===== config.mk =====
export PLATFORM = sky130hd
export DESIGN_NAME = disk_arb_top
export DESIGN_NICKNAME = d
export VERILOG_FILES = /design/src/rtl/disk_arb_pkg.sv /design/src/rtl/disk_arb_eng.sv /design/src/rtl/disk_arb_cnt.sv /design/src/rtl/disk_arb_sel.sv /design/src/rtl/disk_arb_top.sv
export SDC_FILE = /design/constraint.sdc
export NUM_CORES = 1
export LEC_CHECK = 0
export BUFFER_PORTS_ARGS = -buffer_cell sky130_fd_sc_hd__buf_4
export CORE_MARGIN = 5
export CORE_UTILIZATION = 38
export DETAILED_ROUTE_END_ITERATION = 12
export GPL_TIMING_DRIVEN = 0
export PLACE_DENSITY = 0.88
export SLEW_MARGIN = 0
export SYNTH_ARGS = -nofsm -noshare
export SYNTH_HDL_FRONTEND = slang
export SYNTH_SLANG_ARGS = --single-unit

===== constraint.sdc =====
create_clock -name clk -period 2 [get_ports clk]
set_input_delay 0.3 -clock clk [delete_from_list [all_inputs] [get_ports clk]]
set_output_delay 0.3 -clock clk [all_outputs]
set_load 0.02 [all_outputs]

===== src/rtl/disk_arb_pkg.sv =====
package disk_arb_pkg;
  typedef enum logic [1:0] {
    KIND_NONE = 2'b00,
    KIND_PIO  = 2'b01,
    KIND_MW   = 2'b10,
    KIND_UD   = 2'b11
  } cyc_kind_e;
endpackage


===== src/rtl/disk_arb_eng.sv =====
module disk_arb_eng
  import disk_arb_pkg::*;
#(
  parameter int LAT_PIO = 4,
  parameter int LAT_MW  = 3,
  parameter int LAT_UD  = 2
) (
  input  logic      clk,
  input  logic      rst_n,
  input  logic      start,
  input  cyc_kind_e kind_in,
  output logic      busy,
  output logic      done,
  output cyc_kind_e kind
);
  localparam int MAXL = (LAT_PIO > LAT_MW) ? ((LAT_PIO > LAT_UD) ? LAT_PIO : LAT_UD)
                                           : ((LAT_MW > LAT_UD) ? LAT_MW : LAT_UD);
  localparam int CW = $clog2(MAXL + 1);

  logic          busy_q, busy_d;
  logic [CW-1:0] cnt_q, cnt_d;
  cyc_kind_e     kind_q, kind_d;
  logic          en;

  function automatic logic [CW-1:0] lat_m1(cyc_kind_e k);
    case (k)
      KIND_PIO: return CW'(LAT_PIO - 1);
      KIND_MW:  return CW'(LAT_MW - 1);
      KIND_UD:  return CW'(LAT_UD - 1);
      default:  return '0;
    endcase
  endfunction

  assign done = busy_q && (cnt_q == '0);
  assign en   = start || busy_q;

  always_comb begin
    busy_d = busy_q;
    cnt_d  = cnt_q;
    kind_d = kind_q;
    if (start) begin
      busy_d = 1'b1;
      cnt_d  = lat_m1(kind_in);
      kind_d = kind_in;
    end else if (busy_q) begin
      if (cnt_q == '0) begin
        busy_d = 1'b0;
        kind_d = KIND_NONE;
      end else begin
        cnt_d = cnt_q - 1'b1;
      end
    end
  end

  always_ff @(posedge clk or negedge rst_n) begin
    if (!rst_n) begin
      busy_q <= 1'b0;
      cnt_q  <= '0;
      kind_q <= KIND_NONE;
    end else if (en) begin
      busy_q <= busy_d;
      cnt_q  <= cnt_d;
      kind_q <= kind_d;
    end
  end

  assign busy = busy_q;
  assign kind = kind_q;


  start_idle_chk: assert property (@(posedge clk) disable iff (!rst_n)
    start |-> !busy_q);

  kind_hold_chk: assert property (@(posedge clk) disable iff (!rst_n)
    (busy_q && !done) |=> (busy_q && $stable(kind_q)));

  done_single_chk: assert property (@(posedge clk) disable iff (!rst_n)
    done |=> !done);
endmodule


===== src/rtl/disk_arb_cnt.sv =====
module disk_arb_cnt #(
  parameter int CNTW = 8
) (
  input  logic            clk,
  input  logic            rst_n,
  input  logic            load,
  input  logic [CNTW-1:0] load_val,
  input  logic            beat,
  output logic            nonzero,
  output logic            last
);
  logic [CNTW-1:0] rem_q, rem_d;
  logic            en;

  assign en = load || beat;

  always_comb begin
    rem_d = rem_q;
    if (load)      rem_d = load_val;
    else if (beat) rem_d = rem_q - 1'b1;
  end

  always_ff @(posedge clk or negedge rst_n) begin
    if (!rst_n)  rem_q <= '0;
    else if (en) rem_q <= rem_d;
  end

  assign nonzero = (rem_q != '0);
  assign last    = (rem_q == CNTW'(1));


  no_underflow_chk: assert property (@(posedge clk) disable iff (!rst_n)
    beat |-> (rem_q != '0));

  count_keep_chk: assert property (@(posedge clk) disable iff (!rst_n)
    (!load && !beat) |=> $stable(rem_q));
endmodule


===== src/rtl/disk_arb_sel.sv =====
module disk_arb_sel
  import disk_arb_pkg::*;
(
  input  logic      clk,
  input  logic      rst_n,
  input  logic      host_req,
  input  logic      dma_en,
  input  logic      drq,
  input  logic      dma_dir,
  input  logic      udma_sel,
  input  logic      buf_full,
  input  logic      buf_empty,
  input  logic      cnt_nonzero,
  input  logic      cnt_last,
  input  logic      eng_busy,
  input  logic      eng_done,
  input  cyc_kind_e eng_kind,
  output logic      start,
  output cyc_kind_e start_kind,
  output logic      host_rdy,
  output logic      beat,
  output logic      buf_push,
  output logic      buf_pop,
  output logic      xfer_done
);
  logic buf_ok, dma_go, dma_cyc;

  assign buf_ok  = dma_dir ? !buf_empty : !buf_full;
  assign dma_go  = dma_en && drq && cnt_nonzero && buf_ok;
  assign start   = !eng_busy && (host_req || dma_go);

  always_comb begin
    if (host_req)      start_kind = KIND_PIO;
    else if (udma_sel) start_kind = KIND_UD;
    else               start_kind = KIND_MW;
  end

  assign dma_cyc   = (eng_kind == KIND_MW) || (eng_kind == KIND_UD);
  assign beat      = eng_done && dma_cyc;
  assign host_rdy  = eng_done && (eng_kind == KIND_PIO);
  assign buf_pop   = beat && dma_dir;
  assign buf_push  = beat && !dma_dir;
  assign xfer_done = beat && cnt_last;


  rdy_req_chk: assert property (@(posedge clk) disable iff (!rst_n)
    host_rdy |-> host_req);

  buf_quiet_chk: assert property (@(posedge clk) disable iff (!rst_n)
    (eng_busy && eng_kind == KIND_PIO) |-> (!buf_push && !buf_pop));
endmodule


===== src/rtl/disk_arb_top.sv =====
module disk_arb_top
  import disk_arb_pkg::*;
#(
  parameter int AW      = 4,
  parameter int DW      = 16,
  parameter int CNTW    = 8,
  parameter int LAT_PIO = 4,
  parameter int LAT_MW  = 3,
  parameter int LAT_UD  = 2
) (
  input  logic            clk,
  input  logic            rst_n,
  input  logic            host_req,
  input  logic            host_we,
  input  logic [AW-1:0]   host_addr,
  input  logic [DW-1:0]   host_wdata,
  output logic            host_rdy,
  output logic [DW-1:0]   host_rdata,
  input  logic            dma_en,
  input  logic            udma_sel,
  input  logic            dma_dir,
  input  logic            drq,
  input  logic            xfer_load,
  input  logic [CNTW-1:0] xfer_len,
  output logic            xfer_done,
  input  logic            buf_full,
  input  logic            buf_empty,
  input  logic [DW-1:0]   buf_rdata,
  output logic            buf_push,
  output logic            buf_pop,
  output logic            disk_cyc,
  output logic [1:0]      disk_kind,
  output logic            disk_we,
  output logic [AW-1:0]   disk_addr,
  output logic [DW-1:0]   disk_wdata,
  input  logic [DW-1:0]   disk_rdata
);
  logic [1:0] rst_sync_q;
  logic       rst_s_n;

  always_ff @(posedge clk or negedge rst_n) begin
    if (!rst_n) rst_sync_q <= 2'b00;
    else        rst_sync_q <= {rst_sync_q[0], 1'b1};
  end
  assign rst_s_n = rst_sync_q[1];

  logic      start, eng_busy, eng_done, beat, cnt_nonzero, cnt_last;
  cyc_kind_e start_kind, eng_kind;
  logic      is_pio;

  disk_arb_eng #(.LAT_PIO(LAT_PIO), .LAT_MW(LAT_MW), .LAT_UD(LAT_UD)) u_eng (
    .clk(clk), .rst_n(rst_s_n), .start(start), .kind_in(start_kind),
    .busy(eng_busy), .done(eng_done), .kind(eng_kind)
  );

  disk_arb_cnt #(.CNTW(CNTW)) u_cnt (
    .clk(clk), .rst_n(rst_s_n), .load(xfer_load), .load_val(xfer_len),
    .beat(beat), .nonzero(cnt_nonzero), .last(cnt_last)
  );

  disk_arb_sel u_sel (
    .clk(clk), .rst_n(rst_s_n), .host_req(host_req), .dma_en(dma_en),
    .drq(drq), .dma_dir(dma_dir), .udma_sel(udma_sel),
    .buf_full(buf_full), .buf_empty(buf_empty),
    .cnt_nonzero(cnt_nonzero), .cnt_last(cnt_last),
    .eng_busy(eng_busy), .eng_done(eng_done), .eng_kind(eng_kind),
    .start(start), .start_kind(start_kind), .host_rdy(host_rdy),
    .beat(beat), .buf_push(buf_push), .buf_pop(buf_pop),
    .xfer_done(xfer_done)
  );

  assign is_pio     = (eng_kind == KIND_PIO);
  assign disk_cyc   = eng_busy;
  assign disk_kind  = eng_kind;
  assign disk_we    = is_pio ? host_we : (eng_busy && dma_dir);
  assign disk_addr  = is_pio ? host_addr : '0;
  assign disk_wdata = is_pio ? host_wdata : buf_rdata;
  assign host_rdata = disk_rdata;


  pio_first_chk: assert property (@(posedge clk) disable iff (!rst_s_n)
    (host_req && !eng_busy) |=> (disk_kind == KIND_PIO));

  dma_gate_chk: assert property (@(posedge clk) disable iff (!rst_s_n)
    ($rose(disk_cyc) && disk_kind[1]) |-> $past(dma_en && drq));

  buf_pause_chk: assert property (@(posedge clk) disable iff (!rst_s_n)
    ($rose(disk_cyc) && disk_kind[1]) |-> $past(dma_dir ? !buf_empty : !buf_full));
endmodule


==> results of run 1 <==
area by class of cell:
type,instances,area share [%]
Buffer,20,6.89
Clock buffer,4,1.67
Inverter,5,0.862
Multi-Input combinational cell,95,34.2
Sequential cell,16,18.4
Tap cell,46,2.64
Timing Repair Buffer,102,35.3
worst max-delay path, cell delays in order (launching register included):
cell and delay [ps]:
dfrtp_2 460, nor2b_4 170, buf_4 210, mux2_2 350
buf_4 160
flip-flops by register name (all words and copies together) (netlist names):
signal / count
u_eng.busy: 1
rst_sync_q: 2
u_eng.cnt_q: 3
u_eng.kind: 2
u_cnt.rem_q: 8
routing by layer:
metal	GRT usage, %	wire length (um)	vias up	part of all wire (%)
met2	28.0	2070	66	52
met1	16.1	1360	579	34
met3	4.27	525	2	13
li1	-	-	661	-
met5	0	0	-	0
met4	4.47	13	0	0.33
path summary, 6_finish.rpt:
| check | to | slack (ps) | depth (start not counted) |
|---|---|---|---|
| hold / removal | u_cnt.rem_q[1] | 210 | 3 |
| max in group asynchronous | u_eng.kind[1] | 1370 | 0 |
| setup reg to reg | u_eng.cnt_q[1] | 380 | 6 |
| hold reg to reg | u_eng.cnt_q[2] | 230 | 0 |
| setup / recovery | disk_wdata[9] | 70 | 4 |
| min in group asynchronous | u_eng.cnt_q[2] | 230 | 0 |
report_power, final:
group / leakage (uW) / total (uW) / internal, uW / switching [uW]
sequential: 0.000189 / 512 / 407 / 105
clock: 0.0000210 / 212 / 111 / 102
combinational: 0.000895 / 1630 / 844 / 788
Yosys cell counts, types with 3 or more instances:
cell type and instances:
buf_4 17, mux2_2 17, dfrtp_1 16, nand2_1 15, o21ai_0 7, a21oi_1 6
and2_1 5, ha_1 5, inv_1 5, xnor2_1 5, nor2_1 4, o21ai_1 4
buf_2 3, xor2_1 3
what timing repair did:
| item | in CTS | in global routing |
|---|---|---|
| endpoints found under the setup margin | 16 | 12 |
| pin swaps | 0 | 0 |
| hold endpoints to repair | 2 | 0 |
| gates resized for setup | 7 | 3 |
| setup buffers | 0 | 3 |
| hold buffers | 1 | 0 |
cells by family (layout without fill, tap and decap cells):
group	after synthesis	in the layout	synth area share, %
AO/OA/AOI/OAI	18	18	7.39
buffers and inverters	25	131	12.5
flip-flops	16	16	31.1
other	1	1	0.291
AND/OR/NAND/NOR	45	45	22.4
multiplexers	18	18	16.0
XOR/XNOR	8	8	5.44
adder cells (fa/ha/maj)	5	5	4.86
metrics by stage:
stage	power [uW]	instances	hold slack, ps
floorplan	1480	136	4.41
global placement	2010	280	83.2
detailed placement	2040	280	84.1
CTS	2330	285	206
global route	2490	288	211
finish	2360	288	213
==> flow_metrics.py, run 1 <==
metrics = {
    "cts": {
        "clockRootBuffer": "clkbuf_4",
        "clock_path_buffers": 2,
        "cts.sinks": 16,
        "cts_tree": "yes",
        "cts-htree-levels": 1,
        "numCtsBuffers": 3,
        "insertion_delay_ps": 290,
        "clk_pin_slew_ps": 100,
    },
    "floorplanning": {
        "die_area_um2": 4650,
        "core.rowCount": 21,
        "start_util_pct": 38.9,
        "coreArea_um2": 3310,
        "die_w_um": 68.2,
        "num_io_pins": 115,
        "die_h_um": 68.2,
    },
    "layout": {
        "nets": 319,
        "multi_input_area_um2": 746,
        "design_area_um2": 2180,
        "final_common_cell": "buf_4",
        "final_cell_mix": "buf_4 (121), mux2_2 (17), nand2_1 (15), dfrtp_1 (15), o21ai_0 (7)",
        "register_area_um2": 402,
        "diodes": 0,
        "area_delta_synth_final_pct": 69.2,
        "n_fill_cell": 278,
        "drive_above_1_share_pct": 63.6,
        "final_util_pct": 65.8,
    },
    "power": {
        "power.leakage_uw": 0.00111,
        "max-vdd-ir-drop_mv": 0.551,
        "power_density_nw_per_um2": 1080,
    },
    "run_status": {
        "outcome": "complete, no violations",
    },
    "synth": {
        "ys_warn_count": 0,
        "synth-seq-cells": 16,
        "netlist_instances": 136,
        "ys.flop_type": "dfrtp_1",
        "ys_seq_area_share_pct": 31.1,
        "synth_area_leaders": "dfrtp_1 (31%), mux2_2 (15%), buf_4 (9.9%), ha_1 (4.9%), nand2_1 (4.4%)",
        "synth_top_area_share_pct": 31.1,
        "synth_cell_types": 32,
        "synth_edf_count": 0,
        "synth_area_um2": 1290,
        "synth_area_leader_cell": "dfrtp_1",
        "syn_area_per_cell_um2": 9.47,
        "async_reset_ff_share_pct": 100,
        "syn-num-nets": 212,
    },
    "timing": {
        "max_slew.worst_pin.slew_ps": 555,
        "fmax_ghz": 0.518,
        "fin_tns_setup_ps": 0,
        "fin_skew_ps": 5.37,
        "setup_viol": 0,
        "setup_ws_ps": 70.3,
        "finalCriticalPeriod_ps": 1930,
        "maxSlewHeadroom_pct": 63.0,
        "post-route-period-util_pct": 96.5,
        "hold_viol": 0,
        "drv_slew": 0,
    },
    "global_routing": {
        "grt_overflow": 0,
        "grt_first_pass_wirelength_mm": 5.26,
        "grt_max_degree": 15,
        "grt_pass1_vias": 1192,
        "antenna_found_initial": 0,
        "grtUsageTotal_pct": 15.0,
    },
    "setup_path": {
        "startpoint_type": "flip-flop",
        "critPathRequiredTime_ps": 1700,
        "cp.arrival_ps": 1630,
        "startpoint": "u_eng.kind[1]",
        "path_class": "flip-flop to output pin",
        "end_kind": "output pin",
        "r2r-start": "u_eng.cnt_q[0]",
        "crit_fanout": 10,
    },
    "route": {
        "vias_per_cell": 4.54,
        "num_vias": 1308,
        "firstDrtPassIters": 4,
        "final_antenna_net_count": 0,
        "drc": 0,
        "wirelength_mm": 3.97,
        "drtIter0Drc": 37,
        "wl_per_cell_um": 13.8,
    },
    "place": {
        "dpl_cell_area_um2": 2080,
        "dp_slack_ps": 132,
        "hpwl_mm": 3.36,
        "portBuffers": 98,
        "finalWeightedCongestion": 0.748,
    },
    "hold_path": {
        "min_from": "xfer_len[1]",
        "min_path_type": "input port to flip-flop",
    },
    "run": {
        "max_cap_viol_count": 0,
    },
}
No activity file was read; power rests on OpenSTA's default activity.
==> inputs of run 2 (changes only) <==
--- a/config.mk
+++ b/config.mk
@@ -5,12 +5,13 @@
 export SDC_FILE = /design/constraint.sdc
 export NUM_CORES = 1
 export LEC_CHECK = 0
+export ABC_AREA = 1
 export BUFFER_PORTS_ARGS = -buffer_cell sky130_fd_sc_hd__buf_4
 export CORE_MARGIN = 5
-export CORE_UTILIZATION = 38
+export CORE_UTILIZATION = 40
 export DETAILED_ROUTE_END_ITERATION = 12
 export GPL_TIMING_DRIVEN = 0
-export PLACE_DENSITY = 0.88
+export PLACE_DENSITY = 0.77
 export SLEW_MARGIN = 0
 export SYNTH_ARGS = -nofsm -noshare
 export SYNTH_HDL_FRONTEND = slang
==> constraint.sdc (replaced) <==
create_clock -name clk -period 2.06 [get_ports clk]
set_input_delay 0.309 -clock clk [delete_from_list [all_inputs] [get_ports clk]]
set_output_delay 0.309 -clock clk [all_outputs]
set_load 0.02 [all_outputs]
==> run 2 against run 1 <==
Effect of this change: clock skew up 0.67 ps; area after synthesis rose by 15%; critical endpoint is now disk_wdata[7]; register-to-register slack better by 310 ps; first-iteration DRC count is 5.4% lower; critical path depth rose by 1.
==> flow_metrics.py, run 2 <==
metrics = {
    "synth": {
        "ys_seq_area_share_pct": 27.1,
        "synth_area_um2": 1480,
        "netlist_instances": 182,
        "syn_area_per_cell_um2": 8.13,
        "async_reset_ff_share_pct": 100,
        "synth_edf_count": 0,
        "synth_area_leader_cell": "dfrtp_1",
        "synth-seq-cells": 16,
        "ys.flop_type": "dfrtp_1",
        "syn-num-nets": 258,
        "synth_area_leaders": "dfrtp_1 (27%), mux2_4 (14%), nand2_1 (9.4%), buf_4 (8.1%), nor2_1 (5.3%)",
        "ys_warn_count": 0,
        "synth_top_area_share_pct": 27.1,
        "synth_cell_types": 31,
        "yosysMostFrequentCell": "nand2_1",
        "ys_top_cells_by_count": "nand2_1 (37), nor2_1 (21), buf_4 (16), dfrtp_1 (16), inv_1 (15)",
    },
    "timing": {
        "setup_viol": 0,
        "drv_slew": 0,
        "fin_tns_setup_ps": 0,
        "rsz0062_at_grt": "false",
        "fin_skew_ps": 6.03,
        "timing.hold.ws_ps": 239,
        "hold_viol": 0,
        "max_slew.worst_pin.slew_ps": 596,
        "post-route-period-util_pct": 89.4,
        "fmax_ghz": 0.543,
        "finalCriticalPeriod_ps": 1840,
        "maxSlewHeadroom_pct": 60.3,
    },
    "global_routing": {
        "grt_max_degree": 15,
        "grtUsageTotal_pct": 18.3,
        "grt_overflow": 0,
        "antenna_found_initial": 0,
        "grt_pass1_vias": 1405,
        "grt_first_pass_wirelength_mm": 7.16,
    },
    "layout": {
        "registers.top_by_ff_count": "u_cnt.rem_q",
        "final_util_pct": 64.0,
        "drive_above_1_share_pct": 57.4,
        "reg.largest.list": "u_cnt.rem_q x8, u_eng.cnt_q x3",
        "diodes": 0,
        "largest_register_ffs": 8,
        "final_cell_mix": "buf_4 (114), nand2_1 (37), nor2_1 (21)",
        "nets": 362,
        "final_common_cell": "buf_4",
        "area_delta_synth_final_pct": 57.3,
    },
    "floorplanning": {
        "core.rowCount": 22,
        "num_io_pins": 115,
        "die_h_um": 70.8,
        "die_area_um2": 5010,
        "die_w_um": 70.8,
        "start_util_pct": 40.7,
        "coreArea_um2": 3630,
    },
    "cts": {
        "cts.sinks": 16,
        "numCtsBuffers": 3,
        "clock_path_buffers": 2,
        "clockRootBuffer": "clkbuf_8",
        "cts_setup_buffers": 0,
        "insertion_delay_ps": 260,
        "clk_pin_slew_ps": 70,
        "cts-htree-levels": 1,
        "cts_tree": "yes",
    },
    "power": {
        "switchingPower_uw": 975,
        "sw_frac_of_total_pct": 44.3,
        "power_density_nw_per_um2": 946,
        "comb_power_share_pct": 66.7,
        "p_int_uw": 1220,
        "power.leakage_uw": 0.00133,
        "clkPwrFrac_pct": 11.0,
        "seq_power_share_pct": 22.3,
        "max-vdd-ir-drop_mv": 0.474,
    },
    "run_status": {
        "outcome": "complete, no violations",
    },
    "setup_path": {
        "ff2ff_setup_slack_ps": 690,
        "critPathBufInv": 3,
        "cp-endpoint": "disk_wdata[7]",
        "end_kind": "output pin",
        "startpoint": "u_eng.kind[1]",
        "r2r-start": "u_eng.cnt_q[0]",
        "cpMaxStageDelayCell": "dfrtp_1",
        "ff2ff_path_depth": 6,
        "startpoint_type": "flip-flop",
        "max_stage_delay_ps": 440,
        "path_cells": "inv_2, nand2_2, buf_6, mux2_4, buf_4",
        "cp.depth": 5,
        "path_delay_family": "flip-flops",
        "cp.arrival_ps": 1530,
        "r2r-end": "u_cnt.rem_q[4]",
        "path_class": "flip-flop to output pin",
        "critPathRequiredTime_ps": 1750,
        "crit_fanout": 10,
    },
    "route": {
        "drtIter0Drc": 35,
        "num_vias": 1510,
        "drc": 0,
        "vias_per_cell": 4.55,
        "final_antenna_net_count": 0,
        "wirelength_mm": 4.70,
        "firstDrtPassIters": 4,
        "wl_per_cell_um": 14.2,
    },
    "hold_path": {
        "min_path_type": "flip-flop to async pin",
    },
    "run": {
        "max_cap_viol_count": 0,
    },
    "place": {
        "portBuffers": 98,
        "finalWeightedCongestion": 0.878,
        "hpwl_mm": 4.02,
    },
}
run 2: metrics by stage:
step	cell area (um^2)	power, uW	std cells	setup WS (ps)
2_1_floorplan	1480	1470	182	438
3_3_place_gp	2270	1950	328	487
3_5_place_dp	2270	1970	328	472
4_1_cts	2330	2220	332	192
5_1_grt	2330	2360	332	106
6_report	2330	2200	332	218
run 2: worst min path at each step:
stage	startpoint	end	slack [ps]	depth (start not counted)
floorplan	rst_n	rst_sync_q[0]	10	0
global placement	rst_n	rst_sync_q[0]	90	1
detailed placement	rst_n	rst_sync_q[1]	90	1
CTS	rst_sync_q[1]	u_cnt.rem_q[0]	260	0
global route	xfer_len[7]	u_cnt.rem_q[7]	270	3
finish	rst_sync_q[1]	u_cnt.rem_q[0]	240	0
run 2: cell type report:
class | count | area, um^2
buffer | 18 | 143
fill | 348 | 1310
sequential | 16 | 400
inverter | 29 | 111
tap | 48 | 60.1
timing repair buffer | 99 | 746
multi-input combinational | 119 | 825
clock buffer | 3 | 41.3
run 2: repair_timing:
item                      in CTS  in global routing
hold endpoints to repair       2                  0
resized for setup              0                  0
hold buffers                   1                  0
run 2: cell families (layout without fill, tap and decap cells):
kind of cell	after synthesis	after routing	share of synthesized area [%]
XOR/XNOR	5	5	2.96
adder cells (fa/ha/maj)	5	5	4.23
multiplexers	16	16	15.7
AND/OR/NAND/NOR	80	80	25.6
buffers and inverters	47	149	17.2
other	1	1	0.254
flip-flops	16	16	27.1
AO/OA/AOI/OAI	12	12	6.94
run 2: power groups by stage:
stage	combinational [uW]	sequential [uW]	clock (uW)
2_1_floorplan	959	514	0
3_3_place_gp	1460	494	0
3_5_place_dp	1480	497	0
4_1_cts	1480	491	247
5_1_grt	1590	505	261
6_report	1470	490	242
run 2: layer usage:
layer	wire, um	track usage (%)
met1	1940	22.8
met2	2270	30.2
met3	374	3.69
met4	111	8.35
met5	0	0
==> inputs of run 3 (changes only) <==
--- a/config.mk
+++ b/config.mk
@@ -7,11 +7,11 @@
 export LEC_CHECK = 0
 export ABC_AREA = 1
 export BUFFER_PORTS_ARGS = -buffer_cell sky130_fd_sc_hd__buf_4
-export CORE_MARGIN = 5
 export CORE_UTILIZATION = 40
 export DETAILED_ROUTE_END_ITERATION = 12
 export GPL_TIMING_DRIVEN = 0
 export PLACE_DENSITY = 0.77
+export SKIP_LAST_GASP = 1
 export SLEW_MARGIN = 0
 export SYNTH_ARGS = -nofsm -noshare
 export SYNTH_HDL_FRONTEND = slang
==> run 3 against run 2 <==
Effect of this change: highest routed layer unchanged; register-to-register slack is essentially flat; critical endpoint is now disk_wdata[5]; flip-flop and latch count is the same; non-clock buffer count is the same; worst setup slack gained 9.1 ps.
==> flow_metrics.py, run 3 (same netlist as run 2, synthesis figures left out) <==
metrics = {
    "layout": {
        "final_common_cell": "buf_4",
        "register_area_um2": 400,
        "diodes": 0,
        "largest_register_ffs": 8,
        "nets": 362,
        "reg.largest.list": "u_cnt.rem_q x8, u_eng.cnt_q x3",
        "final_cell_mix": "buf_4 (114), nand2_1 (37), nor2_1 (21)",
        "registers.top_by_ff_count": "u_cnt.rem_q",
        "n_fill_cell": 311,
        "area_delta_synth_final_pct": 57.1,
        "drive_above_1_share_pct": 57.4,
        "multi_input_area_um2": 825,
    },
    "floorplanning": {
        "die_h_um": 62.8,
        "die_area_um2": 3940,
        "num_io_pins": 115,
        "die_w_um": 62.8,
        "start_util_pct": 43.0,
        "coreArea_um2": 3440,
        "core.rowCount": 21,
    },
    "route": {
        "final_antenna_net_count": 0,
        "num_vias": 1510,
        "wl_per_cell_um": 12.5,
        "wirelength_mm": 4.11,
        "drc": 0,
        "vias_per_cell": 4.58,
        "firstDrtPassIters": 5,
        "drtIter0Drc": 39,
    },
    "global_routing": {
        "grt_first_pass_wirelength_mm": 6.62,
        "grt_overflow": 0,
        "grt_pass1_vias": 1443,
        "antenna_found_initial": 0,
        "grtUsageTotal_pct": 21.1,
        "grt_max_degree": 15,
    },
    "cts": {
        "clock_path_buffers": 2,
        "cts_tree": "yes",
        "clk_pin_slew_ps": 60,
        "cts-resized-gates": 0,
        "numCtsBuffers": 3,
        "clockRootBuffer": "clkbuf_8",
        "cts.sinks": 16,
        "insertion_delay_ps": 250,
        "cts_setup_buffers": 0,
        "ctsHoldBuffers": 1,
        "cts-htree-levels": 1,
    },
    "setup_path": {
        "path_class": "flip-flop to output pin",
        "cpMaxStageDelayCell": "dfrtp_1",
        "end_kind": "output pin",
        "cp.arrival_ps": 1520,
        "ff2ff_setup_slack_ps": 700,
        "critPathRequiredTime_ps": 1750,
        "max_stage_delay_ps": 430,
        "path_cells": "inv_2, nand2_2, buf_6, mux2_4, buf_4",
        "crit_fanout": 10,
        "startpoint_type": "flip-flop",
    },
    "timing": {
        "hold_viol": 0,
        "max_slew.worst_pin.slew_ps": 557,
        "fin_skew_ps": 6.57,
        "post-route-period-util_pct": 89.0,
        "rsz0062_at_grt": "false",
        "fmax_ghz": 0.546,
        "drv_slew": 0,
        "fin_tns_setup_ps": 0,
        "maxSlewHeadroom_pct": 62.9,
        "timing.hold.ws_ps": 223,
        "finalCriticalPeriod_ps": 1830,
        "setup_viol": 0,
    },
    "run_status": {
        "outcome": "complete, no violations",
    },
    "run": {
        "max_cap_viol_count": 0,
    },
    "power": {
        "power_density_nw_per_um2": 939,
        "max-vdd-ir-drop_mv": 0.520,
        "power.leakage_uw": 0.00133,
        "power_uw": 2180,
    },
    "place": {
        "portBuffers": 98,
        "finalWeightedCongestion": 0.845,
        "hpwl_mm": 3.43,
    },
    "hold_path": {
        "min_path_type": "flip-flop to async pin",
    },
}
run 3: cell counts in the layout (fill, tap and decap cells not counted):
No cell type changed its count.
run 3: where the power goes:
| part | total (uW) | leakage (uW) | internal (uW) | switching [uW] |
|---|---|---|---|---|
| logic | 1450 | 0.00112 | 694 | 759 |
| registers | 494 | 0.000191 | 401 | 93.3 |
| clock network | 233 | 0.0000216 | 130 | 104 |
run 3: worst paths after layout:
kind / startpoint / to / depth (start not counted)
max reg2reg: u_cnt.rem_q[1] / u_eng.cnt_q[1] / 11
min reg2reg: rst_sync_q[1] / u_cnt.rem_q[2] / 0
max: u_eng.kind[1] / disk_wdata[5] / 5
min in group clk: xfer_len[2] / u_cnt.rem_q[2] / 3
min: rst_sync_q[1] / u_cnt.rem_q[2] / 0
max in group asynchronous: rst_sync_q[1] / u_cnt.rem_q[1] / 0
run 3: critical path, delay by kind of cell, from the launching register on:
family	cells	cell delay, ps
buf+inv	3	410
flops	1	430
mux	1	320
simple gates	1	110
run 3: layout make-up:
class                   count  share of cell area [%]
plain buffers              18                    6.14
clock buffers               3                    1.78
inverters                  29                    4.79
multi-input cells         119                    35.5
flip-flops and latches     16                    17.2
well taps                  46                    2.48
repair buffers             99                    32.1
run 3: per-stage QoR:
step	setup WS (ps)	utilization [%]	area, um^2	std cells
2_1_floorplan	438	-	1480	182
3_3_place_gp	501	66.0	2270	326
3_5_place_dp	481	66.0	2270	326
4_1_cts	211	67.5	2320	330
5_1_grt	104	67.5	2320	330
6_report	227	67.5	2320	330
run 3: layer usage:
layer / global-route usage [%] / wire [um] / part of all wire (%)
met5: 0 / 0 / 0
met4: 5.81 / 64 / 1.6
met3: 5.29 / 269 / 6.5
met2: 38.6 / 2120 / 52
met1: 24.1 / 1660 / 40
